<file path="src/rtl/ctl_pkg.sv">
package ctl_pkg;
  localparam int DW    = 16;
  localparam int AW    = 8;
  localparam int NREG  = 15;
  localparam int IDXW  = $clog2(NREG);
  localparam int NSLOT = 1 << IDXW;
  localparam int FRAME = 2 * AW + DW;

  localparam logic [AW-1:0] CMD_RD = 8'h03;
  localparam logic [AW-1:0] CMD_WR = 8'h02;

  localparam int A_MODE = 0;
  localparam int A_STAT = 1;
  localparam int A_CLK  = 3;
  localparam int A_TIME = 4;
  localparam int A_SMP  = 5;
  localparam int A_PDAT = 6;
  localparam int A_PADR = 7;
  localparam int A_HDR0 = 8;
  localparam int A_HDR1 = 9;
  localparam int A_APPA = 10;
  localparam int A_VOL  = 11;
  localparam int A_APC0 = 13;
  localparam int A_APC1 = 14;

  localparam int MODE_SRST = 2;
  localparam int MODE_PDN  = 4;

  // access map, one bit per address slot
  localparam logic [NSLOT-1:0] RW_MASK = 16'b0110_1100_0000_1011;
  localparam logic [NSLOT-1:0] WO_MASK = 16'b0000_0000_1100_0000;

  typedef struct packed {
    logic          wrEn;
    logic [AW-1:0] addr;
    logic [DW-1:0] data;
  } ctlStrobe_t;
endpackage

</file>
<file path="src/rtl/ctlSerialCtrl.sv">
module ctlSerialCtrl
  import ctl_pkg::*;
#(
  parameter int SYNC = 2
) (
  input  logic          clk,
  input  logic          rstN,
  input  logic          selN,
  input  logic          sclk,
  input  logic          sdi,
  input  logic [DW-1:0] rdData,
  output ctlStrobe_t    strobe,
  output logic          sdo
);
  localparam int CW = $clog2(FRAME + 1);

  logic [SYNC-1:0] selSy, clkSy, dinSy;
  logic selS, clkS, dinS, clkPrev;
  logic rise, fall;

  always_ff @(posedge clk or negedge rstN) begin
    if (!rstN) begin
      selSy   <= '1;
      clkSy   <= '0;
      dinSy   <= '0;
      clkPrev <= 1'b0;
    end else begin
      selSy   <= {selSy[SYNC-2:0], selN};
      clkSy   <= {clkSy[SYNC-2:0], sclk};
      dinSy   <= {dinSy[SYNC-2:0], sdi};
      clkPrev <= clkS;
    end
  end

  assign selS = selSy[SYNC-1];
  assign clkS = clkSy[SYNC-1];
  assign dinS = dinSy[SYNC-1];
  assign rise = clkS & ~clkPrev & ~selS;
  assign fall = ~clkS & clkPrev & ~selS;

  logic [CW-1:0]   bitCnt;
  logic [DW-2:0]   shiftIn;
  logic [DW-1:0]   nextBit;
  logic [AW-1:0]   cmdReg, addrReg;
  logic [DW-1:0]   outShift, wrData;
  logic            isRead, loadPend, wrPulse, doutR;

  assign nextBit = {shiftIn, dinS};

  always_ff @(posedge clk or negedge rstN) begin
    if (!rstN) begin
      bitCnt   <= '0;
      shiftIn  <= '0;
      cmdReg   <= '0;
      addrReg  <= '0;
      outShift <= '0;
      wrData   <= '0;
      isRead   <= 1'b0;
      loadPend <= 1'b0;
      wrPulse  <= 1'b0;
      doutR    <= 1'b0;
    end else begin
      wrPulse  <= 1'b0;
      loadPend <= 1'b0;
      if (selS) begin
        bitCnt <= '0;
        isRead <= 1'b0;
        doutR  <= 1'b0;
      end else begin
        if (rise && bitCnt < CW'(FRAME)) begin
          shiftIn <= nextBit[DW-2:0];
          bitCnt  <= bitCnt + 1'b1;
          if (bitCnt == CW'(AW - 1)) cmdReg <= nextBit[AW-1:0];
          if (bitCnt == CW'(2 * AW - 1)) begin
            addrReg <= nextBit[AW-1:0];
            if (cmdReg == CMD_RD) begin
              isRead   <= 1'b1;
              loadPend <= 1'b1;
            end
          end
          if (bitCnt == CW'(FRAME - 1) && cmdReg == CMD_WR) begin
            wrPulse <= 1'b1;
            wrData  <= nextBit;
          end
        end
        if (loadPend) outShift <= rdData;
        if (fall && isRead && bitCnt >= CW'(2 * AW)) begin
          doutR    <= outShift[DW-1];
          outShift <= {outShift[DW-2:0], 1'b0};
        end
      end
    end
  end

  assign strobe = '{wrEn: wrPulse, addr: addrReg, data: wrData};
  assign sdo    = doutR;

  a_r1_count_bound: assert property (@(posedge clk) disable iff (!rstN)
    bitCnt <= CW'(FRAME));
  a_r8_full_frame: assert property (@(posedge clk) disable iff (!rstN)
    wrPulse |-> bitCnt == CW'(FRAME));
  a_r2_out_on_fall: assert property (@(posedge clk) disable iff (!rstN)
    (!selS && !$past(selS) && doutR != $past(doutR)) |-> $past(fall));
endmodule

</file>
<file path="src/rtl/ctlRegBank.sv">
module ctlRegBank
  import ctl_pkg::*;
(
  input  logic            clk,
  input  logic            rstN,
  input  ctlStrobe_t      strobe,
  input  logic [DW-1:0]   decodeTime,
  input  logic [DW-1:0]   sampleData,
  input  logic [DW-1:0]   header0,
  input  logic [DW-1:0]   header1,
  output logic [DW-1:0]   rdData,
  output logic [DW-1:0]   modeOut,
  output logic            powerDown,
  output logic [DW-1:0]   statusOut,
  output logic [DW-1:0]   clockOut,
  output logic [DW-1:0]   appAddrOut,
  output logic [DW/2-1:0] volLeft,
  output logic [DW/2-1:0] volRight,
  output logic [DW-1:0]   appCtrl0Out,
  output logic [DW-1:0]   appCtrl1Out,
  output logic [DW-1:0]   progDataOut,
  output logic [DW-1:0]   progAddrOut,
  output logic            progWrStb,
  output logic [NREG-1:0] wrStb
);
  logic [DW-1:0]   regs   [NSLOT];
  logic [DW-1:0]   rdSlot [NSLOT];
  logic [NREG-1:0] wrSel;
  logic [NREG-1:0] wrStbR;
  logic [DW-1:0]   progData, progAddr;
  logic            inRange;

  for (genvar i = 0; i < NREG; i++) begin : g_sel
    assign wrSel[i] = strobe.wrEn && (strobe.addr == AW'(i)) && (RW_MASK[i] || WO_MASK[i]);
  end

  for (genvar i = 0; i < NSLOT; i++) begin : g_slot
    if (RW_MASK[i]) begin : g_rw
      always_ff @(posedge clk or negedge rstN) begin
        if (!rstN) regs[i] <= '0;
        else if (wrSel[i]) regs[i] <= strobe.data;
        else if (i == A_MODE) regs[i][MODE_SRST] <= 1'b0;
      end
      assign rdSlot[i] = regs[i];
    end else begin : g_other
      assign regs[i] = '0;
      if (i == A_TIME)      begin : g_t assign rdSlot[i] = decodeTime; end
      else if (i == A_SMP)  begin : g_s assign rdSlot[i] = sampleData; end
      else if (i == A_HDR0) begin : g_h0 assign rdSlot[i] = header0; end
      else if (i == A_HDR1) begin : g_h1 assign rdSlot[i] = header1; end
      else                  begin : g_z assign rdSlot[i] = '0; end
    end
  end

  assign inRange = strobe.addr < AW'(NREG);
  assign rdData  = inRange ? rdSlot[strobe.addr[IDXW-1:0]] : '0;

  always_ff @(posedge clk or negedge rstN) begin
    if (!rstN) begin
      wrStbR   <= '0;
      progData <= '0;
      progAddr <= '0;
    end else begin
      wrStbR <= wrSel;
      if (wrSel[A_PDAT]) progData <= strobe.data;
      if (wrSel[A_PADR]) progAddr <= strobe.data;
      else if (wrStbR[A_PDAT]) progAddr <= progAddr + 1'b1;
    end
  end

  assign wrStb       = wrStbR;
  assign progWrStb   = wrStbR[A_PDAT];
  assign progDataOut = progData;
  assign progAddrOut = progAddr;
  assign modeOut     = regs[A_MODE];
  assign powerDown   = regs[A_MODE][MODE_PDN];
  assign statusOut   = regs[A_STAT];
  assign clockOut    = regs[A_CLK];
  assign appAddrOut  = regs[A_APPA];
  assign volLeft     = regs[A_VOL][DW-1:DW/2];
  assign volRight    = regs[A_VOL][DW/2-1:0];
  assign appCtrl0Out = regs[A_APC0];
  assign appCtrl1Out = regs[A_APC1];

  a_r9_soft_reset_clears: assert property (@(posedge clk) disable iff (!rstN)
    regs[A_MODE][MODE_SRST] |=> !regs[A_MODE][MODE_SRST]);
  a_r7_addr_step: assert property (@(posedge clk) disable iff (!rstN)
    wrStbR[A_PDAT] |=> progAddr == $past(progAddr) + 1'b1);
  a_r11_single_strobe: assert property (@(posedge clk) disable iff (!rstN)
    $onehot0(wrStbR));
endmodule

</file>
<file path="src/rtl/ctlRegSlave.sv">
module ctlRegSlave
  import ctl_pkg::*;
(
  input  logic        clk,
  input  logic        rstN,
  input  logic        selN,
  input  logic        sclk,
  input  logic        sdi,
  output logic        sdo,
  input  logic [15:0] decodeTime,
  input  logic [15:0] sampleData,
  input  logic [15:0] header0,
  input  logic [15:0] header1,
  output logic [15:0] modeOut,
  output logic        powerDown,
  output logic [15:0] statusOut,
  output logic [15:0] clockOut,
  output logic [15:0] appAddrOut,
  output logic [7:0]  volLeft,
  output logic [7:0]  volRight,
  output logic [15:0] appCtrl0Out,
  output logic [15:0] appCtrl1Out,
  output logic [15:0] progDataOut,
  output logic [15:0] progAddrOut,
  output logic        progWrStb,
  output logic [14:0] wrStb
);
  ctlStrobe_t    strobe;
  logic [DW-1:0] rdData;

  ctlSerialCtrl #(.SYNC(2)) u_ctrl (
    .clk(clk), .rstN(rstN), .selN(selN), .sclk(sclk), .sdi(sdi),
    .rdData(rdData), .strobe(strobe), .sdo(sdo)
  );

  ctlRegBank u_bank (
    .clk(clk), .rstN(rstN), .strobe(strobe),
    .decodeTime(decodeTime), .sampleData(sampleData),
    .header0(header0), .header1(header1), .rdData(rdData),
    .modeOut(modeOut), .powerDown(powerDown), .statusOut(statusOut),
    .clockOut(clockOut), .appAddrOut(appAddrOut),
    .volLeft(volLeft), .volRight(volRight),
    .appCtrl0Out(appCtrl0Out), .appCtrl1Out(appCtrl1Out),
    .progDataOut(progDataOut), .progAddrOut(progAddrOut),
    .progWrStb(progWrStb), .wrStb(wrStb)
  );
endmodule

</file>
<file path="config.mk">
export PLATFORM = sky130hd
export DESIGN_NAME = ctlRegSlave
export DESIGN_NICKNAME = d
export VERILOG_FILES = /design/src/rtl/ctl_pkg.sv /design/src/rtl/ctlSerialCtrl.sv /design/src/rtl/ctlRegBank.sv /design/src/rtl/ctlRegSlave.sv
export SDC_FILE = /design/constraint.sdc
export NUM_CORES = 1
export LEC_CHECK = 0
export ABC_AREA = 1
export BUFFER_PORTS_ARGS = -buffer_cell sky130_fd_sc_hd__buf_4
export CAP_MARGIN = 20
export CORE_MARGIN = 1.5
export CORE_UTILIZATION = 35
export DETAILED_ROUTE_END_ITERATION = 8
export MAX_ROUTING_LAYER = met4
export PLACE_DENSITY = 0.59
export SYNTH_ARGS = -nofsm -noshare
export SYNTH_HDL_FRONTEND = slang
export SYNTH_SLANG_ARGS = --single-unit
</file>
<file path="constraint.sdc">
create_clock -name clk -period 3.15 [get_ports clk]
set_input_delay 0.63 -clock clk [delete_from_list [all_inputs] [get_ports clk]]
set_output_delay 0.63 -clock clk [all_outputs]
set_load 0.005 [all_outputs]
</file>
==> results of run 1 <==
==> metrics by stage <==
| stage | hold slack, ns | worst slack [ns] | utilization [%] | cells |
|---|---|---|---|---|
| 6_report | 0.0936 | 0.831 | 45.2 | 2047 |
| 5_1_grt | 0.158 | 0.637 | 45.2 | 2046 |
| 4_1_cts | 0.134 | 0.866 | 45.1 | 2045 |
| 3_5_place_dp | 0.336 | 0.906 | 42.3 | 1998 |
| 3_3_place_gp | 0.332 | 0.948 | 42.3 | 1998 |
| 2_1_floorplan | 0.331 | 1.73 | - | 1443 |
==> worst min path at each step <==
stage / cells after the start / slack, ns / end
final: 1 / 0.09 / u_ctrl.sdo$_DFFE_PN0P_
after global routing: 1 / 0.16 / u_ctrl.sdo$_DFFE_PN0P_
after CTS: 1 / 0.13 / u_bank.clockOut[3]$_DFFE_PN0P_
after detailed placement: 0 / 0.34 / u_ctrl.dinSy[1]$_DFF_PN0_
after global placement: 0 / 0.33 / u_ctrl.clkSy[1]$_DFF_PN0_
after floorplan: 0 / 0.33 / u_bank.appAddrOut[0]$_DFFE_PN0P_
==> registers in the layout, indices dropped and copies added, names as in the netlist, 6 cells and up <==
name / flops
u_bank.modeOut: 16
u_bank.wrStb: 9
u_ctrl.wrData: 16
u_bank.appAddrOut: 16
u_ctrl.outShift: 16
u_ctrl.shiftIn: 15
u_bank.volRight: 8
u_bank.appCtrl1Out: 16
u_bank.volLeft: 8
u_bank.progDataOut: 16
u_ctrl.cmdReg: 8
u_bank.progAddrOut: 16
u_bank.appCtrl0Out: 16
u_bank.statusOut: 16
u_ctrl.addrReg: 8
u_ctrl.bitCnt: 6
u_bank.clockOut: 16
==> power groups by stage <==
stage | combinational, mW | sequential [mW] | clock (mW)
after floorplan | 0.0746 | 3.10 | 0
after global placement | 0.238 | 3.11 | 0
after detailed placement | 0.241 | 3.11 | 0
after CTS | 0.242 | 3.05 | 3.16
after global routing | 0.270 | 3.06 | 3.27
final | 0.236 | 3.06 | 3.10
==> logic make-up after synthesis <==
family,synth area share (%)
adder cells (fa/ha/maj),0.226
buffers and inverters,7.11
other,0.0339
XOR/XNOR,0.554
flip-flops,52.7
AO/OA/AOI/OAI,9.23
AND/OR/NAND/NOR,30.1
==> area by class of cell <==
| class | instances | area, µm² | area share [%] |
|---|---|---|---|
| clock inverters | 8 | 97.6 | 0.701 |
| diodes | 2 | 5.00 | 0.0359 |
| multi-input cells | 1021 | 4460 | 32.0 |
| flip-flops and latches | 233 | 5830 | 41.9 |
| inverters | 109 | 409 | 2.94 |
| clock buffers | 39 | 781 | 5.61 |
| repair buffers | 239 | 1840 | 13.2 |
| well taps | 396 | 495 | 3.56 |
==> metal layers <==
metal  vias up  GRT usage [%]
li1       4941              -
met1      4908           30.7
met2       343           36.0
met3        68           5.48
met4         0           6.79
met5         -              -
==> cells in the final DEF, fill, tap and decap left out, types with 4 or more instances in the layout <==
cell type,netlist,final
clkbuf_1,36,6
nand3_1,136,136
nand4_1,6,6
nor2_2,4,4
xnor2_1,4,4
dfrtp_1,231,230
nand2_2,4,4
clkbuf_8,0,6
inv_2,5,7
o21ai_1,8,8
clkbuf_16,0,27
o21ai_0,170,170
nand2_1,591,591
clkinv_2,0,4
buf_4,11,235
conb_1,1,6
nor2_1,46,46
a21oi_1,23,23
inv_1,104,102
==> worst reg2reg max path, cell delays in order (launching register included) <==
cell and delay, ns:
dfrtp_2 0.63, nand2_1 0.12, inv_2 0.28, nand2_2 0.13
nor2_2 0.14, nand2_1 0.49, o21ai_0 0.36, inv_1 0.06
==> results.ini, run 1 <==
[status]
status=finished clean

[setup_path]
crit_end=u_bank.progAddrOut[2]$_DFFE_PN0P_
worstSetupStartpointType=flip-flop
cpMostUsedCell=nand2_1
timing.rr.end=u_bank.progAddrOut[2]$_DFFE_PN0P_
critPathLaunch=u_ctrl.addrReg[0]$_DFFE_PN0P_
r2r-start=u_ctrl.addrReg[0]$_DFFE_PN0P_
critical_path_peak_fanout=22
reg2regPathDepth=7
critPathArrivalTime_ns=2.75
critical-path-max-stage-delay_ns=0.63
setup.worst_path.end_class=flip-flop
crit_slowest_cell=dfrtp_2
crit_type=flip-flop to flip-flop
cp.depth=7
r2r_setup_slack_ns=0.83
cp_top_family=simple AND/OR/NAND/NOR gates
path_cells=nand2_1 -> inv_2 -> nand2_2 -> nor2_2 -> nand2_1 -> o21ai_0 -> inv_1
path_buf_inv=2
cp_data_required_time_ns=3.58

[sta]
slew_headroom_pct=35.1
grt_setup_unrepaired=no
final_hold_viol_count=0
drv_slew=0
period_needed_ns=2.32
fin_tns_setup_ns=0
fin_crit_sh_pct=73.6
clock.fmax_mhz=431
fin_worst_skew_ns=0.0253
final-setup-viol-count=0
tightest_slew_ns=0.971

[pwr]
netSwitchingFraction_pct=21.9
vdd_drop_max_mv=0.362
total_power_mw=6.39
power.switching_mw=1.40
p_int_mw=4.99
p_seq_share_pct=47.8
combinationalPowerShare_pct=3.7
power_frac_clock_pct=48.5
cellLeakagePower_nw=7.18
cellPowerDensity_nw_per_um2=459

[global_routing]
grt_pass1_wl_um=57600
grt_max_degree=88
antenna_found_initial=1
overflow=0
grtUsageTotal_pct=23.4
first_global_vias=9701

[logic_synthesis]
ys_warn_count=0
synth_cell_types=34
syn_area_per_cell_um2=7.69
syn_area_um2=11100
synth_flop_cell=dfrtp_1
synth_edf_count=0
yosys.area.top_type_share_pct=52.3
netlist_instances=1438
async_flop_share_pct=100
synthTopCellsByArea=dfrtp_1 (52%), nand2_1 (20%), o21ai_0 (7.7%)
synth.ff_latch_count=233
synth_common_cells=nand2_1 (591), dfrtp_1 (231), o21ai_0 (170)
yosysSeqAreaShare_pct=52.7
yosys.area.top_type=dfrtp_1
synth_most_common_cell=nand2_1

[clock_tree]
cts.sinks=233
cts_inserted_buffers=27
cts_hold_buf=0
clkTransAtPathRegs_ns=0.06
clk_path_buf_depth=3
cts_htree_levels=1
clk_latency_ns=0.54
cts_setup_buffers=0
cts_tree=done
cts_resized=0
root_buffer=clkbuf_16

[final_layout]
fill_cells=3092
drive_gt1_share_pct=18.7
area_growth_pct=25.9
nNetsFinal=1702
fin_area_um2=13900

[drt]
maxUsedRoutingLayer=met4
route.met3.wl_um=2720
totalWireLength_um=37400
ant_nets=0
drtIter0Drc=670
drcViolationCount=0
vias=10260
routed_via_density=5.01
firstDrtPassIters=5
wl_met2_um=17000
met1_length_um=16500
post_drt_wl_per_cell_um=18.3

[placed_design]
io_buffers=224
globalplace.congestion=0.876
dp_hpwl_um=27100
placed_cell_area_um2=13000

[die]
die_w_um=181
placementRows=64
dieHeight_um=181
design.die.area_um2=32700
start_util_pct=35.9
core_um2=30800
num_io_pins=231

[worst_hold_path]
min_path_type=primary input to asynchronous set/reset pin

[job]
drv_cap=0

(Power assumes the default switching activity.)
==> run 2: changes to the inputs <==
--- a/config.mk
+++ b/config.mk
@@ -12,7 +12,7 @@
 export CORE_UTILIZATION = 35
 export DETAILED_ROUTE_END_ITERATION = 8
 export MAX_ROUTING_LAYER = met4
-export PLACE_DENSITY = 0.59
+export PLACE_DENSITY = 0.61
 export SYNTH_ARGS = -nofsm -noshare
 export SYNTH_HDL_FRONTEND = slang
 export SYNTH_SLANG_ARGS = --single-unit
==> constraint.sdc (replaced) <==
create_clock -name clk -period 2 [get_ports clk]
set_input_delay 0.4 -clock clk [delete_from_list [all_inputs] [get_ports clk]]
set_output_delay 0.4 -clock clk [all_outputs]
set_load 0.005 [all_outputs]
==> results.ini, run 2 (synthesis gave the netlist of run 1 again) <==
[pwr]
cellPowerDensity_nw_per_um2=703  ; +53%
total_power_mw=9.95  ; +56%
netSwitchingFraction_pct=22.7  ; +0.77 points
power_frac_clock_pct=47.8  ; -0.7 points
p_int_mw=7.69  ; +54%
power.switching_mw=2.26  ; +61%
combinationalPowerShare_pct=3.9  ; +0.2 points
vdd_drop_max_mv=0.514  ; +42%
p_seq_share_pct=48.3  ; +0.5 points
cellLeakagePower_nw=7.30  ; +1.8%

[placed_design]
io_buffers=224  ; unchanged
globalplace.congestion=0.898  ; +2.5%
dp_hpwl_um=27300  ; +0.96%
placed_cell_area_um2=13200  ; +1.6%
preCtsSetupSlack_ns=0.268  ; -0.638 ns
dp.cells=2019  ; +1.1%

[sta]
slew_headroom_pct=55.8  ; +21 points
fin_tns_setup_ns=0  ; unchanged
period_needed_ns=1.75  ; -0.568 ns
grt_setup_unrepaired=no
clock.fmax_mhz=571  ; +32%
final_hold_viol_count=0  ; unchanged
drv_slew=0  ; unchanged
fin_worst_skew_ns=0.0120  ; -0.0133 ns
fin_crit_sh_pct=87.5  ; +14 points
timing.final.ws_setup_ns=0.249  ; -0.582 ns
tightest_slew_ns=0.662  ; -0.309 ns
final-setup-viol-count=0  ; unchanged

[drt]
routed_via_density=5.00  ; -0.26%
totalWireLength_um=37500  ; +0.13%
drcViolationCount=0  ; unchanged
post_drt_wl_per_cell_um=18.1  ; -0.98%
firstDrtPassIters=5  ; unchanged
vias=10348  ; +0.86%
ant_nets=0  ; unchanged
drtIter0Drc=810  ; +21%

[global_routing]
first_global_vias=9648  ; -0.55%
grt_max_degree=63  ; -28%
grtUsageTotal_pct=23.2  ; -0.20 points
overflow=0  ; unchanged
grt_pass1_wl_um=57100  ; -0.76%
antenna_found_initial=0  ; -1

[worst_hold_path]
min_path_type=flip-flop to flip-flop

[job]
drv_cap=0  ; unchanged

[clock_tree]
root_buffer=clkbuf_16
clk_path_buf_depth=3  ; unchanged
cts_resized=0  ; unchanged
cts_hold_buf=4  ; +4
cts_htree_levels=1  ; unchanged
clk_latency_ns=0.52  ; -0.02 ns
cts.sinks=233  ; unchanged
cts_inserted_buffers=26  ; -3.7%
cts_tree=done
cts_setup_buffers=0  ; unchanged
clkTransAtPathRegs_ns=0.06  ; about the same

[setup_path]
critPathLaunch=u_ctrl.addrReg[6]$_DFFE_PN0P_
r2r_setup_slack_ns=0.25  ; -0.58 ns
setup.worst_path.end_class=flip-flop
worstSetupStartpointType=flip-flop
critical_path_peak_fanout=11  ; -50%
critPathArrivalTime_ns=2.20  ; -0.55 ns
crit_end=u_ctrl.outShift[6]$_DFFE_PN0P_
timing.rr.end=u_ctrl.outShift[6]$_DFFE_PN0P_
cp_data_required_time_ns=2.45  ; -1.13 ns
r2r-start=u_ctrl.addrReg[6]$_DFFE_PN0P_
reg2regPathDepth=8  ; +1
crit_type=flip-flop to flip-flop

[final_layout]
area_growth_pct=27.9
seqCellArea_um2=5830  ; unchanged
layout_common_cells=nand2_1 (591), buf_4 (252), dfrtp_1 (230)
multi_input_area_um2=4460  ; unchanged
final_common_cell=nand2_1
diodes=0  ; -2
drive_gt1_share_pct=20.0  ; +1.3 points
nNetsFinal=1726  ; +1.4%
fin_area_um2=14100  ; +1.6%
stdcell_count=2070  ; +1.1%
fill_cells=3074  ; -0.58%

[die]
start_util_pct=35.9  ; unchanged
placementRows=64  ; unchanged
design.die.area_um2=32700  ; unchanged
die_w_um=181  ; unchanged
num_io_pins=231  ; unchanged
core_um2=30800  ; unchanged
dieHeight_um=181  ; unchanged

[status]
status=finished clean

run 2: cell count changes in the layout (fill, tap and decap cells not counted), sizes merged:
cell,delta
diode,-2
bufinv,-1
inv,-1
clkinv,+5
clkinvlp,+3
buf,+21
clkbuf,-6
dlygate4sd3,+4
run 2: how the worst min path moves through the flow:
stage	from	endpoint	slack, ns	depth (start not counted)
after global placement	u_ctrl.clkSy[0]$_DFF_PN0_	u_ctrl.clkSy[1]$_DFF_PN0_	0.33	0
final	u_ctrl.clkSy[0]$_DFF_PN0_	u_ctrl.clkSy[1]$_DFF_PN0_	0.35	0
after CTS	u_ctrl.clkSy[0]$_DFF_PN0_	u_ctrl.clkSy[1]$_DFF_PN0_	0.35	0
after global routing	u_ctrl.clkSy[0]$_DFF_PN0_	u_ctrl.clkSy[1]$_DFF_PN0_	0.35	0
after detailed placement	u_ctrl.clkSy[0]$_DFF_PN0_	u_ctrl.clkSy[1]$_DFF_PN0_	0.34	0
after floorplan	rstN	u_bank.appAddrOut[0]$_DFFE_PN0P_	0.10	0
run 2: per-stage QoR:
stage	hold slack, ns	util [%]
finish	0.347	45.9
global route	0.352	45.9
CTS	0.350	45.9
detailed placement	0.336	43.0
global placement	0.335	43.0
floorplan	0.104	-
run 2: critical path, cell delays in order, from the launching register on:
cell	delay [ns]
dfrtp_1	0.39
nor2_1	0.19
nand2_1	0.17
a21oi_1	0.28
nand2_1	0.14
nor2_4	0.22
buf_12	0.17
nand2_1	0.07
nand2_1	0.06
run 2: power groups by stage:
stage          registers (mW)  clock network (mW)  logic [mW]
4_1_cts                  4.81                4.82       0.395
6_report                 4.81                4.75       0.387
2_1_floorplan            4.88                   0       0.118
3_3_place_gp             4.89                   0       0.383
5_1_grt                  4.81                5.01       0.436
3_5_place_dp             4.89                   0       0.388
run 2: layout make-up:
class / instances / share of cell area [%]
Inverter: 109 / 2.89
Tap cell: 396 / 3.50
Timing Repair Buffer: 264 / 14.8
Sequential cell: 233 / 41.2
Clock inverter: 14 / 0.778
Multi-Input combinational cell: 1021 / 31.5
Clock buffer: 33 / 5.29
run 2: metal layers:
layer  vias up  global-route usage (%)  part of all wire (%)  wire length, µm
met2       401                    35.5                    45            17000
met3        57                    4.62                   7.6             2830
met4         0                    5.92                   2.5              950
met1      4913                    31.4                    44            16600
met5         -                       -                     0                0
li1       4977                       -                     -                -
==> run 3: changes to the inputs <==
--- a/config.mk
+++ b/config.mk
@@ -13,6 +13,7 @@
 export DETAILED_ROUTE_END_ITERATION = 8
 export MAX_ROUTING_LAYER = met4
 export PLACE_DENSITY = 0.61
+export RECOVER_POWER = 50
 export SYNTH_ARGS = -nofsm -noshare
 export SYNTH_HDL_FRONTEND = slang
 export SYNTH_SLANG_ARGS = --single-unit
==> results.ini, run 3 (synthesis gave the netlist of run 1 again) <==
[die]
die_w_um=181  ; unchanged
core_um2=30800  ; unchanged
placementRows=64  ; unchanged
design.die.area_um2=32700  ; unchanged
start_util_pct=35.9  ; unchanged
dieHeight_um=181  ; unchanged
num_io_pins=231  ; unchanged

[sta]
period_needed_ns=1.78  ; +0.0254 ns
clock.fmax_mhz=563  ; -1.4%
fin_worst_skew_ns=0.0145  ; +0.00254 ns
drv_slew=0  ; unchanged
grt_setup_unrepaired=no
tightest_slew_ns=0.996  ; +0.334 ns
final_hold_viol_count=0  ; unchanged
fin_tns_setup_ns=0  ; unchanged
final-setup-viol-count=0  ; unchanged
fin_crit_sh_pct=88.8  ; +1.3 points
slew_headroom_pct=33.6  ; -22 points

[setup_path]
worstSetupStartpointType=flip-flop
cp_data_required_time_ns=2.38  ; -0.07 ns
path_cells=nor2_1 -> nand3_1 -> nor3_2 -> nand2_1 -> buf_4 -> nand2_1 -> o21ai_0
setup.worst_path.end_class=flip-flop
critical-path-max-stage-delay_ns=0.38  ; about the same
cpMostUsedCell=nand2_1
crit_slowest_cell=dfrtp_1
crit_type=flip-flop to flip-flop
critical_path_peak_fanout=33  ; +22
critPathArrivalTime_ns=2.15  ; -0.05 ns

[worst_hold_path]
min_path_type=flip-flop to flip-flop

[drt]
ant_nets=0  ; unchanged
post_drt_wl_per_cell_um=18.1  ; about the same
firstDrtPassIters=7  ; +2
drcViolationCount=0  ; unchanged
totalWireLength_um=37500  ; about the same
routed_via_density=5.00  ; about the same
vias=10341  ; -0.068%
drtIter0Drc=813  ; +0.37%

[global_routing]
grt_pass1_wl_um=57100  ; unchanged
grtUsageTotal_pct=23.2  ; unchanged
grt_max_degree=63  ; unchanged
overflow=0  ; unchanged
first_global_vias=9648  ; unchanged
antenna_found_initial=0  ; unchanged

[clock_tree]
cts_hold_buf=4  ; unchanged
cts_resized=0  ; unchanged
clk_latency_ns=0.53  ; about the same
cts_setup_buffers=0  ; unchanged
cts.sinks=233  ; unchanged
cts_htree_levels=1  ; unchanged
clk_path_buf_depth=3  ; unchanged
cts_tree=done
clkTransAtPathRegs_ns=0.06  ; about the same
cts_inserted_buffers=26  ; unchanged
root_buffer=clkbuf_16

[placed_design]
dp.cells=2019  ; unchanged
globalplace.congestion=0.898  ; unchanged
dp_hpwl_um=27300  ; unchanged
io_buffers=224  ; unchanged

[final_layout]
layout_common_cells=nand2_1 (592), dfrtp_1 (230), buf_4 (182)
diodes=0  ; unchanged
final_common_cell=nand2_1
fill_cells=3089  ; +0.49%
drive_gt1_share_pct=19.2  ; -0.72 points
nNetsFinal=1726  ; unchanged
area_growth_pct=27.2
stdcell_count=2070  ; unchanged

[pwr]
cellPowerDensity_nw_per_um2=707  ; +0.47%
cellLeakagePower_nw=7.22  ; -1.2%
vdd_drop_max_mv=0.517  ; +0.66%

[status]
status=finished clean

[job]
drv_cap=0  ; unchanged

run 3: cell count changes in the layout (fill, tap and decap cells not counted), sizes merged:
cell    before  now
buf        260  188
clkbuf      33  105
run 3: power breakdown:
| group | switching (mW) | leakage, nW | total, mW | internal (mW) |
|---|---|---|---|---|
| combinational | 0.235 | 3.65 | 0.380 | 0.145 |
| sequential | 0.0427 | 3.15 | 4.81 | 4.77 |
| clock | 1.98 | 0.424 | 4.76 | 2.77 |
| total | 2.26 | 7.22 | 9.94 | 7.68 |
run 3: path summary, 6_finish.rpt:
kind / slack (ns) / end / from / cells after the start
min in group asynchronous: 0.62 / u_ctrl.bitCnt[4]$_DFFE_PN0P_ / rstN / 2
max in group asynchronous: 0.30 / u_bank.wrStb[11]$_DFF_PN0_ / rstN / 3
worst max register to register: 0.22 / u_bank.appAddrOut[1]$_DFFE_PN0P_ / u_ctrl.addrReg[5]$_DFFE_PN0P_ / 7
worst max-delay path: 0.22 / u_bank.appAddrOut[1]$_DFFE_PN0P_ / u_ctrl.addrReg[5]$_DFFE_PN0P_ / 7
worst min register to register: 0.35 / u_ctrl.clkSy[1]$_DFF_PN0_ / u_ctrl.clkSy[0]$_DFF_PN0_ / 0
worst min-delay path: 0.35 / u_ctrl.clkSy[1]$_DFF_PN0_ / u_ctrl.clkSy[0]$_DFF_PN0_ / 0
run 3: metrics by stage:
| step | util [%] | hold slack, ns | setup slack (ns) | total power, mW | cell area [µm²] |
|---|---|---|---|---|---|
| after floorplan | - | 0.104 | 0.584 | 5.00 | 11100 |
| after global placement | 43.0 | 0.335 | 0.282 | 5.28 | 13200 |
| after detailed placement | 43.0 | 0.336 | 0.268 | 5.28 | 13200 |
| after CTS | 45.9 | 0.350 | 0.244 | 10.0 | 14100 |
| after global routing | 45.6 | 0.352 | 0.0549 | 10.2 | 14100 |
| final | 45.6 | 0.348 | 0.224 | 9.94 | 14100 |
run 3: routing by layer:
| layer | vias up | share of wire, % | track usage [%] |
|---|---|---|---|
| met5 | - | 0 | - |
| met4 | 0 | 2.7 | 5.92 |
| met3 | 63 | 7.9 | 4.62 |
| met2 | 435 | 45 | 35.5 |
| met1 | 4867 | 44 | 31.4 |
| li1 | 4976 | - | - |
run 3: final cells by class:
type                    count  area, µm²  share of cell area, %
clock buffers              33        748                   5.32
clock inverters            14        110                  0.783
inverters                 109        409                   2.91
multi-input cells        1021       4460                   31.7
flip-flops and latches    233       5830                   41.5
well taps                 396        495                   3.52
repair buffers            264       2010                   14.3
run 3: critical path, delay by kind of cell, from the launching register on:
kind,cells,cell delay (ns)
AO/OA/AOI/OAI,1,0.08
flip-flops,1,0.38
AND/OR/NAND/NOR,5,0.92
buffers and inverters,1,0.24
